### src/rtl/i2cw_pkg.sv
package i2cw_pkg;
  localparam int BYTE_W = 8;
  localparam int TADDR_W = 7;
  localparam int RA_W = 3;

  typedef enum logic [2:0] {
    ST_IDLE,
    ST_START,
    ST_SHIFT,
    ST_ACK,
    ST_LOAD,
    ST_STOP
  } xfer_st_t;

  localparam logic [RA_W-1:0] RA_CTRL   = 3'd0;
  localparam logic [RA_W-1:0] RA_TARGET = 3'd1;
  localparam logic [RA_W-1:0] RA_SIZE   = 3'd2;
  localparam logic [RA_W-1:0] RA_TXDATA = 3'd3;
  localparam logic [RA_W-1:0] RA_STAT   = 3'd4;
  localparam logic [RA_W-1:0] RA_DIV    = 3'd5;

  localparam int CB_GO    = 0;
  localparam int CB_FLUSH = 1;

  localparam int SB_DONE = 0;
  localparam int SB_NACK = 1;
  localparam int SB_OVF  = 2;
  localparam int SB_TXV  = 3;
  localparam int SB_BUSY = 4;
endpackage

### src/rtl/i2cw_fifo.sv
module i2cw_fifo #(
  parameter int DEPTH = 16,
  parameter int WIDTH = 8
) (
  input  logic                   clk,
  input  logic                   rst_n,
  input  logic                   push,
  input  logic [WIDTH-1:0]       wdata,
  input  logic                   pop,
  input  logic                   flush,
  output logic [WIDTH-1:0]       rdata,
  output logic                   full,
  output logic                   empty,
  output logic [$clog2(DEPTH):0] level
);
  localparam int AW = $clog2(DEPTH);

  logic [WIDTH-1:0] mem_q [DEPTH];
  logic [AW:0] wr_ptr_q, wr_ptr_d;
  logic [AW:0] rd_ptr_q, rd_ptr_d;
  logic push_ok, pop_ok;

  always_comb begin
    level   = wr_ptr_q - rd_ptr_q;
    full    = (level == (AW+1)'(DEPTH));
    empty   = (level == '0);
    push_ok = push && !full && !flush;
    pop_ok  = pop && !empty && !flush;
    rdata   = mem_q[rd_ptr_q[AW-1:0]];
    wr_ptr_d = wr_ptr_q;
    rd_ptr_d = rd_ptr_q;
    if (flush) begin
      wr_ptr_d = '0;
      rd_ptr_d = '0;
    end else begin
      if (push_ok) wr_ptr_d = wr_ptr_q + 1'b1;
      if (pop_ok)  rd_ptr_d = rd_ptr_q + 1'b1;
    end
  end

  always_ff @(posedge clk or negedge rst_n) begin
    if (!rst_n) begin
      wr_ptr_q <= '0;
      rd_ptr_q <= '0;
    end else begin
      wr_ptr_q <= wr_ptr_d;
      rd_ptr_q <= rd_ptr_d;
    end
  end

  always_ff @(posedge clk) begin
    if (push_ok) mem_q[wr_ptr_q[AW-1:0]] <= wdata;
  end
endmodule

### src/rtl/i2cw_qtick.sv
module i2cw_qtick #(
  parameter int DIV_W = 8
) (
  input  logic             clk,
  input  logic             rst_n,
  input  logic             run,
  input  logic [DIV_W-1:0] div,
  output logic             tick
);
  logic [DIV_W-1:0] cnt_q, cnt_d;

  always_comb begin
    tick  = run && (cnt_q == div);
    cnt_d = (!run || tick) ? '0 : cnt_q + 1'b1;
  end

  always_ff @(posedge clk or negedge rst_n) begin
    if (!rst_n) cnt_q <= '0;
    else        cnt_q <= cnt_d;
  end
endmodule

### src/rtl/i2cw_xfer_fsm.sv
module i2cw_xfer_fsm
  import i2cw_pkg::*;
(
  input  logic               clk,
  input  logic               rst_n,
  input  logic               tick,
  input  logic               start,
  input  logic [TADDR_W-1:0] target,
  input  logic               cnt_zero,
  input  logic               fifo_empty,
  input  logic [BYTE_W-1:0]  fifo_data,
  input  logic               sda_in,
  output logic               pop,
  output logic               nack_evt,
  output logic               done_evt,
  output logic               scl_oe,
  output logic               sda_oe,
  output xfer_st_t           state
);
  localparam int BIT_W = $clog2(BYTE_W);

  xfer_st_t st_q, st_d;
  logic [1:0] q_q, q_d;
  logic [BIT_W-1:0] bit_q, bit_d;
  logic [BYTE_W-1:0] sh_q, sh_d;
  logic last_q;

  assign last_q = (q_q == 2'd3);
  assign state  = st_q;

  always_comb begin
    st_d = st_q;
    q_d = q_q;
    bit_d = bit_q;
    sh_d = sh_q;
    pop = 1'b0;
    nack_evt = 1'b0;
    done_evt = 1'b0;
    case (st_q)
      ST_IDLE: begin
        if (start) begin
          st_d  = ST_START;
          q_d   = 2'd0;
          sh_d  = {target, 1'b0};
          bit_d = BIT_W'(BYTE_W-1);
        end
      end
      ST_START: begin
        if (tick) begin
          q_d = q_q + 2'd1;
          if (last_q) st_d = ST_SHIFT;
        end
      end
      ST_SHIFT: begin
        if (tick) begin
          q_d = q_q + 2'd1;
          if (last_q) begin
            if (bit_q == '0) begin
              st_d = ST_ACK;
            end else begin
              bit_d = bit_q - 1'b1;
              sh_d  = {sh_q[BYTE_W-2:0], 1'b0};
            end
          end
        end
      end
      ST_ACK: begin
        if (tick) begin
          q_d = q_q + 2'd1;
          if (last_q) begin
            if (sda_in) begin
              nack_evt = 1'b1;
              st_d = ST_STOP;
            end else if (cnt_zero) begin
              done_evt = 1'b1;
              st_d = ST_STOP;
            end else begin
              st_d = ST_LOAD;
            end
          end
        end
      end
      ST_LOAD: begin
        if (!fifo_empty) begin
          pop   = 1'b1;
          sh_d  = fifo_data;
          bit_d = BIT_W'(BYTE_W-1);
          q_d   = 2'd0;
          st_d  = ST_SHIFT;
        end
      end
      ST_STOP: begin
        if (tick) begin
          q_d = q_q + 2'd1;
          if (last_q) st_d = ST_IDLE;
        end
      end
      default: st_d = ST_IDLE;
    endcase
  end

  always_comb begin
    scl_oe = 1'b0;
    sda_oe = 1'b0;
    case (st_q)
      ST_START: begin scl_oe = last_q;     sda_oe = q_q[1];    end
      ST_SHIFT: begin scl_oe = ~q_q[1];    sda_oe = ~sh_q[BYTE_W-1]; end
      ST_ACK:   begin scl_oe = ~q_q[1];    sda_oe = 1'b0;      end
      ST_LOAD:  begin scl_oe = 1'b1;       sda_oe = 1'b0;      end
      ST_STOP:  begin scl_oe = (q_q == 2'd0); sda_oe = ~q_q[1]; end
      default:  begin scl_oe = 1'b0;       sda_oe = 1'b0;      end
    endcase
  end

  always_ff @(posedge clk or negedge rst_n) begin
    if (!rst_n) begin
      st_q  <= ST_IDLE;
      q_q   <= '0;
      bit_q <= '0;
      sh_q  <= '0;
    end else begin
      st_q  <= st_d;
      q_q   <= q_d;
      bit_q <= bit_d;
      sh_q  <= sh_d;
    end
  end
endmodule

### src/rtl/i2cw_engine.sv
module i2cw_engine
  import i2cw_pkg::*;
#(
  parameter int                FIFO_DEPTH = 16,
  parameter logic [BYTE_W-1:0] DIV_RST    = 8'd4
) (
  input  logic              clk,
  input  logic              rst_n,
  input  logic              host_valid,
  output logic              host_ready,
  input  logic              host_we,
  input  logic [RA_W-1:0]   host_addr,
  input  logic [BYTE_W-1:0] host_wdata,
  output logic [BYTE_W-1:0] host_rdata,
  output logic              scl_oe,
  input  logic              sda_i,
  output logic              sda_oe,
  output logic              irq
);
  localparam int LVL_W = $clog2(FIFO_DEPTH) + 1;
  localparam int CNT_W = BYTE_W;
  localparam int DIV_W = BYTE_W;

  logic [1:0] rst_pipe_q;
  logic       rst_int_n;
  logic [1:0] sda_pipe_q;

  logic [TADDR_W-1:0] target_q, target_d;
  logic [CNT_W-1:0]   size_q, size_d;
  logic [DIV_W-1:0]   div_q, div_d;
  logic st_done_q, st_done_d;
  logic st_nack_q, st_nack_d;
  logic st_ovf_q, st_ovf_d;
  logic flush_q, flush_d;

  logic wr_en, wr_ctrl, wr_target, wr_size, wr_data, wr_stat, wr_div;
  logic go_ok, busy;
  logic tick;
  logic fifo_pop, fifo_full, fifo_empty;
  logic [BYTE_W-1:0] fifo_q;
  logic [LVL_W-1:0]  fifo_level;
  logic nack_evt, done_evt;
  xfer_st_t fsm_state;

  always_ff @(posedge clk or negedge rst_n) begin
    if (!rst_n) rst_pipe_q <= '0;
    else        rst_pipe_q <= {rst_pipe_q[0], 1'b1};
  end
  assign rst_int_n = rst_pipe_q[1];

  always_ff @(posedge clk or negedge rst_int_n) begin
    if (!rst_int_n) sda_pipe_q <= '1;
    else            sda_pipe_q <= {sda_pipe_q[0], sda_i};
  end

  assign host_ready = 1'b1;
  assign busy = (fsm_state != ST_IDLE);
  assign irq = st_nack_q;

  always_comb begin
    wr_en     = host_valid && host_we;
    wr_ctrl   = wr_en && (host_addr == RA_CTRL);
    wr_target = wr_en && (host_addr == RA_TARGET);
    wr_size   = wr_en && (host_addr == RA_SIZE);
    wr_data   = wr_en && (host_addr == RA_TXDATA);
    wr_stat   = wr_en && (host_addr == RA_STAT);
    wr_div    = wr_en && (host_addr == RA_DIV);
    go_ok     = wr_ctrl && host_wdata[CB_GO] && !busy && !st_nack_q;
  end

  always_comb begin
    target_d = wr_target ? host_wdata[TADDR_W-1:0] : target_q;
    div_d    = wr_div ? host_wdata : div_q;
    flush_d  = wr_ctrl && host_wdata[CB_FLUSH];

    size_d = size_q;
    if (wr_size && !busy) size_d = host_wdata;
    else if (fifo_pop)    size_d = size_q - 1'b1;

    st_done_d = st_done_q;
    if (wr_stat && host_wdata[SB_DONE]) st_done_d = 1'b0;
    if (done_evt)                       st_done_d = 1'b1;

    st_nack_d = st_nack_q;
    if (wr_stat && host_wdata[SB_NACK]) st_nack_d = 1'b0;
    if (nack_evt)                       st_nack_d = 1'b1;

    st_ovf_d = st_ovf_q;
    if (wr_stat && host_wdata[SB_OVF]) st_ovf_d = 1'b0;
    if (wr_data && fifo_full)          st_ovf_d = 1'b1;
  end

  always_ff @(posedge clk or negedge rst_int_n) begin
    if (!rst_int_n) begin
      target_q  <= '0;
      size_q    <= '0;
      div_q     <= DIV_RST;
      st_done_q <= 1'b0;
      st_nack_q <= 1'b0;
      st_ovf_q  <= 1'b0;
      flush_q   <= 1'b0;
    end else begin
      target_q  <= target_d;
      size_q    <= size_d;
      div_q     <= div_d;
      st_done_q <= st_done_d;
      st_nack_q <= st_nack_d;
      st_ovf_q  <= st_ovf_d;
      flush_q   <= flush_d;
    end
  end

  always_comb begin
    host_rdata = '0;
    case (host_addr)
      RA_TARGET: host_rdata = BYTE_W'(target_q);
      RA_SIZE:   host_rdata = size_q;
      RA_TXDATA: host_rdata = BYTE_W'(fifo_level);
      RA_STAT: begin
        host_rdata[SB_DONE] = st_done_q;
        host_rdata[SB_NACK] = st_nack_q;
        host_rdata[SB_OVF]  = st_ovf_q;
        host_rdata[SB_TXV]  = !fifo_empty;
        host_rdata[SB_BUSY] = busy;
      end
      RA_DIV:    host_rdata = div_q;
      default:   host_rdata = '0;
    endcase
  end

  i2cw_fifo #(
    .DEPTH(FIFO_DEPTH),
    .WIDTH(BYTE_W)
  ) u_fifo (
    .clk   (clk),
    .rst_n (rst_int_n),
    .push  (wr_data),
    .wdata (host_wdata),
    .pop   (fifo_pop),
    .flush (flush_q),
    .rdata (fifo_q),
    .full  (fifo_full),
    .empty (fifo_empty),
    .level (fifo_level)
  );

  i2cw_qtick #(
    .DIV_W(DIV_W)
  ) u_qtick (
    .clk   (clk),
    .rst_n (rst_int_n),
    .run   (busy),
    .div   (div_q),
    .tick  (tick)
  );

  i2cw_xfer_fsm u_fsm (
    .clk        (clk),
    .rst_n      (rst_int_n),
    .tick       (tick),
    .start      (go_ok),
    .target     (target_q),
    .cnt_zero   (size_q == '0),
    .fifo_empty (fifo_empty),
    .fifo_data  (fifo_q),
    .sda_in     (sda_pipe_q[1]),
    .pop        (fifo_pop),
    .nack_evt   (nack_evt),
    .done_evt   (done_evt),
    .scl_oe     (scl_oe),
    .sda_oe     (sda_oe),
    .state      (fsm_state)
  );
endmodule

### config.mk
export PLATFORM = sky130hd
export DESIGN_NAME = i2cw_engine
export DESIGN_NICKNAME = d
export VERILOG_FILES = /design/src/rtl/i2cw_pkg.sv /design/src/rtl/i2cw_fifo.sv /design/src/rtl/i2cw_qtick.sv /design/src/rtl/i2cw_xfer_fsm.sv /design/src/rtl/i2cw_engine.sv
export SDC_FILE = /design/constraint.sdc
export NUM_CORES = 1
export LEC_CHECK = 0
export BUFFER_PORTS_ARGS = -buffer_cell sky130_fd_sc_hd__buf_2
export CAP_MARGIN = 0
export CORE_MARGIN = 1.5
export CORE_UTILIZATION = 62
export CTS_CLUSTER_DIAMETER = 200
export DETAILED_ROUTE_END_ITERATION = 7
export GPL_TIMING_DRIVEN = 0
export MAX_ROUTING_LAYER = met4
export PLACE_DENSITY = 0.84
export SLEW_MARGIN = 10
export SYNTH_ARGS = -nofsm -noshare
export SYNTH_HDL_FRONTEND = slang
export SYNTH_SLANG_ARGS = --single-unit
export TNS_END_PERCENT = 20
### constraint.sdc
create_clock -name clk -period 3.39 [get_ports clk]
set_input_delay 0.678 -clock clk [delete_from_list [all_inputs] [get_ports clk]]
set_output_delay 0.678 -clock clk [all_outputs]
set_load 0.005 [all_outputs]
==> results of run 1 <==
[metrics by stage]
step | instance area, µm² | hold slack, ns | utilization | std cells
CTS | 9897 | 0.3279 | 0.7130 | 850
global route | 10060 | 0.3235 | 0.7250 | 859
global placement | 9188 | 0.3379 | 0.6619 | 813
detailed placement | 9191 | 0.3516 | 0.6622 | 813
floorplan | 8837 | 0.3312 | - | 608
finish | 10060 | 0.3411 | 0.7250 | 859
[final cells by class]
type / instances / area [µm²]
inverters: 22 / 85.08
multi-input cells: 366 / 3247
repair buffers: 40 / 252.7
clock buffers: 17 / 425.4
clock inverters: 15 / 181.4
well taps: 180 / 225.2
flip-flops and latches: 193 / 5482
fillers: 843 / 3817
plain buffers: 26 / 165.2
[worst max-delay path: cells and delay by family, from the launching register on]
family | cells | cell delay [ns]
DFF | 1 | 0.38
AOI/OAI and AO/OA | 3 | 0.53
and+or+nand+nor | 2 | 0.23
adders and majority gates | 2 | 0.57
xor gates and xnor gates | 1 | 0.12
buffers and inverters | 3 | 0.34
[cells in the final DEF (no fill, tap or decap), types with 5 or more instances in the layout]
cell       instances
edfxtp_1         128
dfrtp_1           58
nand2_1           34
nor2_1            33
buf_2             32
mux4_2            29
o21ai_0           23
inv_1             20
clkbuf_16         17
mux2i_1           16
mux2_2            16
a21oi_1           15
xnor2_1           14
buf_4             14
xor2_1            13
nand3_1           13
ha_1              13
clkbuf_1          12
nor2_2            11
or3_1              8
o21ai_1            8
a22o_1             8
a221oi_1           7
nand2b_1           7
mux2_4             7
nor2b_1            6
and3_1             6
o22ai_1            5
o211ai_1           5
[registers in the layout, summed over array words and instances (netlist names), 2 cells and up]
signal and count:
u_fifo.mem_q 128, div_q 8, size_q 8, u_fsm.sh_q 8, u_qtick.cnt_q 8, target_q 7
u_fifo.rd_ptr_q 5, u_fifo.wr_ptr_q 5, u_fsm.bit_q 3, u_fsm.state 3, rst_pipe_q 2, sda_pipe_q 2
u_fsm.q_q 2
[what timing repair did]
item                                    CTS  global route
pin swaps                                 2             4
endpoints found under the setup margin  142            83
buffers inserted                          5             9
hold buffers                              1             0
endpoints found under the hold margin     2             0
gates resized for setup                  15            23
[per-layer routing]
metal	vias up	part of all wire	track usage
met2	238	0.52	0.4714
met4	0	0.022	0.1025
met1	2835	0.40	0.3629
met5	-	0	-
li1	2416	-	-
met3	39	0.055	0.06041
[kinds of logic (layout without fill, tap and decap cells)]
group | after synthesis | after routing | share of synthesized area
other | 1 | 2 | 0.0004245
AO/OA/AOI/OAI | 94 | 94 | 0.07224
AND/OR/NAND/NOR | 153 | 153 | 0.09178
XOR/XNOR | 29 | 29 | 0.03045
buffers and inverters | 49 | 120 | 0.02606
flip-flops | 193 | 193 | 0.6197
adder cells (fa/ha/maj) | 16 | 16 | 0.02351
multiplexers | 72 | 72 | 0.1358
[worst paths after layout]
path | endpoint | start | slack [ns]
setup / recovery | host_rdata[3] | u_fifo.wr_ptr_q[0]$_DFFE_PN0P_ | 0.08
hold / removal | sda_pipe_q[0]$_DFF_PN1_ | sda_i | 0.34
setup reg to reg | u_fifo.mem_q[13][4]$_DFFE_PP_ | u_fifo.wr_ptr_q[0]$_DFFE_PN0P_ | 0.22
hold reg to reg | sda_pipe_q[1]$_DFF_PN1_ | sda_pipe_q[0]$_DFF_PN1_ | 0.36
max in group asynchronous | u_fifo.rd_ptr_q[2]$_DFFE_PN0P_ | rst_pipe_q[1]$_DFF_PN0_ | 2.38
min in group asynchronous | u_fifo.wr_ptr_q[3]$_DFFE_PN0P_ | rst_pipe_q[1]$_DFF_PN0_ | 0.43
[power groups by stage]
stage	Sequential [mW]	Clock, mW	Combinational, mW
detailed placement	2.99	0	1.35
CTS	2.95	2.06	1.46
finish	2.95	2.04	1.62
floorplan	2.92	0	1.04
global placement	2.98	0	1.29
global route	2.98	2.14	1.74
==> metrics.cfg, run 1 <==
[run_status]
status=finished clean

[clock_tree]
clockBufferDepth=2
cts.sinks=193
insertion_delay_ns=0.44
h-tree-depth=4
cts_tree=done
cts_root_buf=clkbuf_16
clk_pin_slew_ns=0.08
cts-buffers-inserted=17

[global_route]
grt_max_degree=64
first_global_vias=5512
groute.usage.overall=0.2890
grt_pass1_wl_mm=30.20
grt.overflow.total=0
antenna_found_initial=0

[placement]
place_hpwl_mm=12.82
place_congestion=0.8950
place_ws_ns=-0.8514
io_buffers=25

[pwr]
comb_power_share=0.245
power_frac_seq=0.447
leakage_nw=3.691
ir_drop_uv=483.5
powerDensity_nw_per_um2=657.3
total_power_mw=6.615
power_switching_mw=2.058
clkPwrFrac=0.309
p_int_mw=4.556
sw_frac_of_total=0.3112

[routing]
dr_total_vias=5528
routed_wl_mm=20.20
drtAntennaViolNets=0
post-route-drc-count=0
avgRoutedWirePerCell_um=23.52
dr.pass1.iters=7
drtIter0Drc=570
via_per_inst=6.435

[synthesis]
synth_async_sr_flop_share=0.3368
ys_seq_elements=193
yosysUniqueCellTypes=68
synth_ff_type=edfxtp_1
netlist_area_um2=8833
synth_top_area_frac=0.4351
synth_edf_count=128
synth_seq_area_share=0.6197
synth_area_leaders=edfxtp_1 (44%), dfrtp_1 (18%), mux4_2 (7.4%)
yosysMostFrequentCell=edfxtp_1
yosys_warnings=0
synth_common_cells=edfxtp_1 (128), dfrtp_1 (62), nor2_1 (45)
synthCells=607
synth.largest_area_cell=edfxtp_1
avgSynthCellArea_um2=14.55

[critical_path]
worstSetupPathType=flip-flop to primary output
cp.required_ns=2.71
arrival_ns=2.64
cp_slowest_cell=fa_2
path_cells=inv_2 -> ha_2 -> fa_2 -> nand2b_4 -> a21oi_4 -> buf_12 -> xnor2_4 -> nor2_4 -> o21a_1 -> o22ai_1 -> buf_2
critPathLaunchType=flip-flop
slowest_delay_ns=0.39
worstSetupEndpointType=primary output
crit_path_max_fanout=4
worstRegToRegCells=9

[timing]
relSlewSlack=0.4516
drv_slew=0
final-hold-violation-count=0
post-route-period-util=0.9779
rsz0062_at_grt=true
worst_pin_slew_ns=0.8226
fin_setup_tns_ns=0
fmax_mhz=301.7
setup_viol=0
fin_skew_ns=0.01451
min_period_ns=3.315
worst_slack_ns=0.07500

[final_layout]
drive_above_1_share=0.2784
area_growth_pct=13.92
n_antenna_cell=0
finalNetCount=698

[min_path]
hold_depth=1
hold_class=input pin to flip-flop

[floorplan]
die_y_um=122.4
io_pins=28
coreArea_um2=13880
die_area_um2=14970
die_width_um=122.4
initial_utilization=0.6364
row_count=43

[run]
max-cap-violations=0

No activity file was read; power rests on OpenSTA's default activity.
==> run 2: changes to the inputs <==
clock period = 3.41 ns   (was 3.39 ns; I/O delays follow)
==> metrics.cfg, run 2 (same netlist as run 1, synthesis figures left out) <==
[clock_tree]
cts_root_buf=clkbuf_16
clk_pin_slew_ns=0.08
h-tree-depth=4
cts_tree=done
cts-buffers-inserted=17
insertion_delay_ns=0.45
clockBufferDepth=2
cts.sinks=193

[run_status]
status=finished, violations left
violations=negative setup slack

[final_layout]
fin_util=0.7240
largest_register_ffs=128
area_growth_pct=13.77
fillCellCount=854
final_common_cell=edfxtp_1
mostFrequentLayoutCells=edfxtp_1 (128), dfrtp_1 (60), nand2_1 (35), nor2_1 (33), buf_2 (32)
n_antenna_cell=0
drive_above_1_share=0.2648
finalNetCount=695

[pwr]
powerDensity_nw_per_um2=646.2
leakage_nw=3.675
ir_drop_uv=480.7
total_power_mw=6.494

[timing]
setup_viol=4
relSlewSlack=0.4526
rsz0062_at_grt=true
drv_slew=0
fin_skew_ns=0.01554
worst_pin_slew_ns=0.8211
min_period_ns=3.441
fmax_mhz=290.6
final-hold-violation-count=0
post-route-period-util=1.009
worst_slack_ns=-0.03150

[routing]
routed_wl_mm=19.82
dr_total_vias=5487
post-route-drc-count=0
dr.pass1.iters=5
avgRoutedWirePerCell_um=23.15
drtAntennaViolNets=0
drtIter0Drc=523
via_per_inst=6.410

[critical_path]
crit_path_max_fanout=8
arrival_ns=2.76
slowest_delay_ns=0.38
worstSetupEndpointType=primary output
critPathTopFamily=compound AO/OA/AOI/OAI gates
path_buf_inv=2
cp-startpoint=u_fifo.wr_ptr_q[0]$_DFFE_PN0P_
critPathLaunchType=flip-flop
worstSetupPathType=flip-flop to primary output
cp_slowest_cell=dfrtp_1
path_cells=inv_1 -> ha_1 -> fa_2 -> nand2b_1 -> a21oi_4 -> xnor2_4 -> nor2_4 -> o21a_1 -> o22ai_1 -> buf_2
r2r-start=u_fifo.wr_ptr_q[0]$_DFFE_PN0P_
cp.required_ns=2.73

[global_route]
grt_max_degree=64
first_global_vias=5508
groute.usage.overall=0.2890
antenna_found_initial=0
grt.overflow.total=0
grt_pass1_wl_mm=30.25

[placement]
place_hpwl_mm=12.82
place_ws_ns=-0.8314
io_buffers=25
place_congestion=0.8950

[min_path]
min_from=sda_i
hold_class=input pin to flip-flop

[floorplan]
row_count=43
initial_utilization=0.6364
io_pins=28
die_y_um=122.4
die_width_um=122.4
die_area_um2=14970
coreArea_um2=13880

[run]
max-cap-violations=0

[run 2: cell types whose count changed in the layout (fill, tap and decap cells not counted), moves of 2 or more]
cell     previous run  this run
ha_2                2         0
dfrtp_1            58        60
buf_4              14        12
ha_1               13        15
nor2_4              2        12
nor2_2             11         1
dfrtp_2             3         1
[run 2: final timing paths]
kind                       cells after the start                              to  slack [ns]
min in group asynchronous                      0  u_fifo.wr_ptr_q[3]$_DFFE_PN0P_        0.43
min reg2reg                                    0         sda_pipe_q[1]$_DFF_PN1_        0.36
max reg2reg                                   10    u_fifo.mem_q[5][3]$_DFFE_PP_           0
max in group asynchronous                      0  u_fifo.rd_ptr_q[1]$_DFFE_PN0P_        2.43
max                                           10                   host_rdata[3]       -0.03
min                                            1         sda_pipe_q[0]$_DFF_PN1_        0.34
[run 2: power by group]
part	switching [mW]	internal, mW	total [mW]
Clock	0.970	1.06	2.03
Combinational	0.817	0.713	1.53
Sequential	0.227	2.71	2.93
[run 2: layout make-up]
type	count	area, µm²	area share
clock inverters	15	181.4	0.01805
plain buffers	26	161.4	0.01606
repair buffers	37	230.2	0.02291
clock buffers	17	425.4	0.04233
multi-input cells	366	3264	0.3248
well taps	180	225.2	0.02241
flip-flops and latches	193	5479	0.5452
inverters	22	82.58	0.008217
[run 2: per-stage QoR]
step	instance area, µm²	hold slack, ns	std cells	setup TNS (ns)
after CTS	9902	0.3319	847	-0.2068
after floorplan	8837	0.3312	608	0
after global placement	9188	0.3379	813	-89.49
after global routing	10050	0.3275	856	-3.518
after detailed placement	9191	0.3516	813	-101.26
final	10050	0.3448	856	-0.04306
[run 2: per-layer routing]
| layer | vias to the layer above | global-route usage | routed length (µm) |
|---|---|---|---|
| li1 | 2414 | - | - |
| met2 | 246 | 0.4752 | 10230 |
| met5 | - | - | 0 |
| met4 | 0 | 0.09666 | 466 |
| met1 | 2796 | 0.3605 | 7869 |
| met3 | 31 | 0.06273 | 1258 |
[run 2: worst reg2reg max path: cells and delay by family, from the launching register on]
| kind | cells | cell delay, ns |
|---|---|---|
| simple gates | 3 | 1.14 |
| fa+ha+maj | 2 | 0.59 |
| xor+xnor | 1 | 0.25 |
| compound gates | 2 | 0.42 |
| buf+inv | 2 | 0.26 |
| flops | 1 | 0.38 |
[run 2: repair_timing]
item	4_1_cts	5_1_grt
pin swaps	0	4
gates resized for setup	21	15
hold buffers	1	0
setup buffers	2	9
setup endpoints to repair	142	130
hold endpoints to repair	1	0
==> run 3: changes to the inputs <==
CORE_UTILIZATION = 50   (was 62)
PLACE_DENSITY = 0.7   (was 0.84)
==> metrics.cfg, run 3 (same netlist as run 1, synthesis figures left out) <==
[global_route]
grt_max_degree=64
first_global_vias=5315
antenna_found_initial=0
grt_pass1_wl_mm=29.90
grt.overflow.total=0
groute.usage.overall=0.2296

[routing]
drtAntennaViolNets=0
avgRoutedWirePerCell_um=21.47
routed_wl_mm=19.48
post-route-drc-count=0
via_per_inst=5.924
dr.pass1.iters=5
drtIter0Drc=521
dr_total_vias=5373

[placement]
place_hpwl_mm=12.73
placed_area_um2=9248
io_buffers=25
place_congestion=0.8919

[floorplan]
die_area_um2=18470
initial_utilization=0.5107
die_y_um=135.9
coreArea_um2=17300
row_count=48
io_pins=28
die_width_um=135.9

[pwr]
leakage_nw=3.701
power_switching_mw=2.038
sw_frac_of_total=0.3137
powerDensity_nw_per_um2=635.7
power_frac_seq=0.451
clkPwrFrac=0.302
comb_power_share=0.247
p_int_mw=4.458
ir_drop_uv=428.4

[timing]
worst_pin_slew_ns=0.8319
post-route-period-util=0.9780
relSlewSlack=0.4454
min_period_ns=3.335
setup_viol=0
fin_setup_tns_ns=0
fmax_mhz=299.9
drv_slew=0
fin_skew_ns=0.01031
final-hold-violation-count=0

[critical_path]
path_cells=buf_6 -> buf_12 -> inv_1 -> ha_1 -> nand3b_1 -> nand2_2 -> mux2i_4 -> nor2_4 -> o21a_1 -> o22ai_2 -> buf_2
worstSetupEndpointType=primary output
crit_path_max_fanout=19
r2r-start=u_fifo.wr_ptr_q[0]$_DFFE_PN0P_
rr_endpoint=u_fifo.mem_q[1][5]$_DFFE_PP_
worstSetupPathType=flip-flop to primary output
arrival_ns=2.65
cp.required_ns=2.73
critPathLaunchType=flip-flop
cp-startpoint=u_fifo.rd_ptr_q[1]$_DFFE_PN0P_
cp_slowest_cell=dfrtp_2
cp-endpoint=host_rdata[3]
reg2reg_slack_ns=0.16
path_buf_inv=4
critPathTopFamily=buffers and inverters
slowest_delay_ns=0.41
cp_num_cells=11
worstRegToRegCells=11

[clock_tree]
h-tree-depth=4
cts.sinks=193
insertion_delay_ns=0.45
cts_tree=done
cts-buffers-inserted=17
cts_root_buf=clkbuf_16
clockBufferDepth=2
clk_pin_slew_ns=0.07

[final_layout]
mostFrequentLayoutCells=edfxtp_1 (128), dfrtp_1 (60), nand2_1 (34), nor2_1 (33), buf_2 (32)
final_common_cell=edfxtp_1
n_antenna_cell=0
area_growth_pct=15.68
finalNetCount=701
final_cell_area_um2=10220
drive_above_1_share=0.2801
largest_register_ffs=128

[run]
max-cap-violations=0

[min_path]
hold_class=input pin to flip-flop
hold_depth=1

[run_status]
status=finished clean

==> run 3: cell types whose count changed in the layout (fill, tap and decap cells not counted), sizes merged <==
cell	before	now
buf	50	56
bufinv	1	0
inv	31	30
clkinvlp	0	2
==> run 3: metal layers <==
| layer | vias to the layer above | track usage | wire (µm) |
|---|---|---|---|
| li1 | 2422 | - | - |
| met1 | 2734 | 0.3018 | 8220 |
| met2 | 183 | 0.3593 | 9818 |
| met3 | 34 | 0.04698 | 1066 |
| met4 | 0 | 0.07920 | 370 |
| met5 | - | - | 0 |
==> run 3: worst min-delay path by stage <==
| stage | slack (ns) | start | endpoint |
|---|---|---|---|
| after global routing | 0.33 | sda_i | sda_pipe_q[0]$_DFF_PN1_ |
| after floorplan | 0.33 | rst_pipe_q[0]$_DFF_PN0_ | rst_pipe_q[1]$_DFF_PN0_ |
| after global placement | 0.34 | rst_pipe_q[0]$_DFF_PN0_ | rst_pipe_q[1]$_DFF_PN0_ |
| after CTS | 0.34 | sda_i | sda_pipe_q[0]$_DFF_PN1_ |
| final | 0.34 | sda_i | sda_pipe_q[0]$_DFF_PN1_ |
| after detailed placement | 0.34 | rst_pipe_q[0]$_DFF_PN0_ | rst_pipe_q[1]$_DFF_PN0_ |
==> run 3: repair_timing <==
item,in CTS,in global routing
gates cloned,0,0
hold endpoints to repair,2,0
gates resized for setup,22,27
pin swaps,1,11
hold buffers,1,0
buffers inserted,3,14
endpoints found under the setup margin,144,130
==> run 3: power by group through the flow <==
stage	clock (mW)	combinational (mW)	sequential [mW]
floorplan	0	1.04	2.91
global placement	0	1.30	2.96
detailed placement	0	1.35	2.98
CTS	1.97	1.44	2.93
global route	2.07	1.75	2.96
finish	1.96	1.60	2.93
==> run 3: layout make-up <==
type / count / area, µm²
Multi-Input combinational cell: 366 / 3308
Clock buffer: 17 / 425.4
Tap cell: 225 / 281.5
Clock inverter: 15 / 157.7
Timing Repair Buffer: 43 / 316.6
Fill cell: 1355 / 7078
Buffer: 26 / 165.2
Inverter: 22 / 85.08
Sequential cell: 193 / 5479
==> run 3: worst register-to-register path, stage by stage, from the launching register on <==
cell and delay (ns):
dfrtp_1 0.38, inv_2 0.05, ha_2 0.18, fa_2 0.44
nand2b_4 0.17, a21oi_4 0.20, buf_4 0.15, xor2_1 0.27
o21ai_2 0.20, or3b_4 0.53, nor3_4 0.25, buf_12 0.16
==> run 3: per-stage QoR <==
step                      setup slack (ns)  total power [mW]  utilization  hold WS (ns)  std cells
after floorplan                    0.05000             3.944            -        0.3312        608
after global placement             -0.8417             4.269       0.5344        0.3363        858
after detailed placement           -0.9543             4.330       0.5347        0.3433        858
after CTS                          -0.1838             6.339       0.5752        0.3352        893
after global routing              -0.01165             6.780       0.5908        0.3343        907
final                              0.07503             6.495       0.5908        0.3407        907
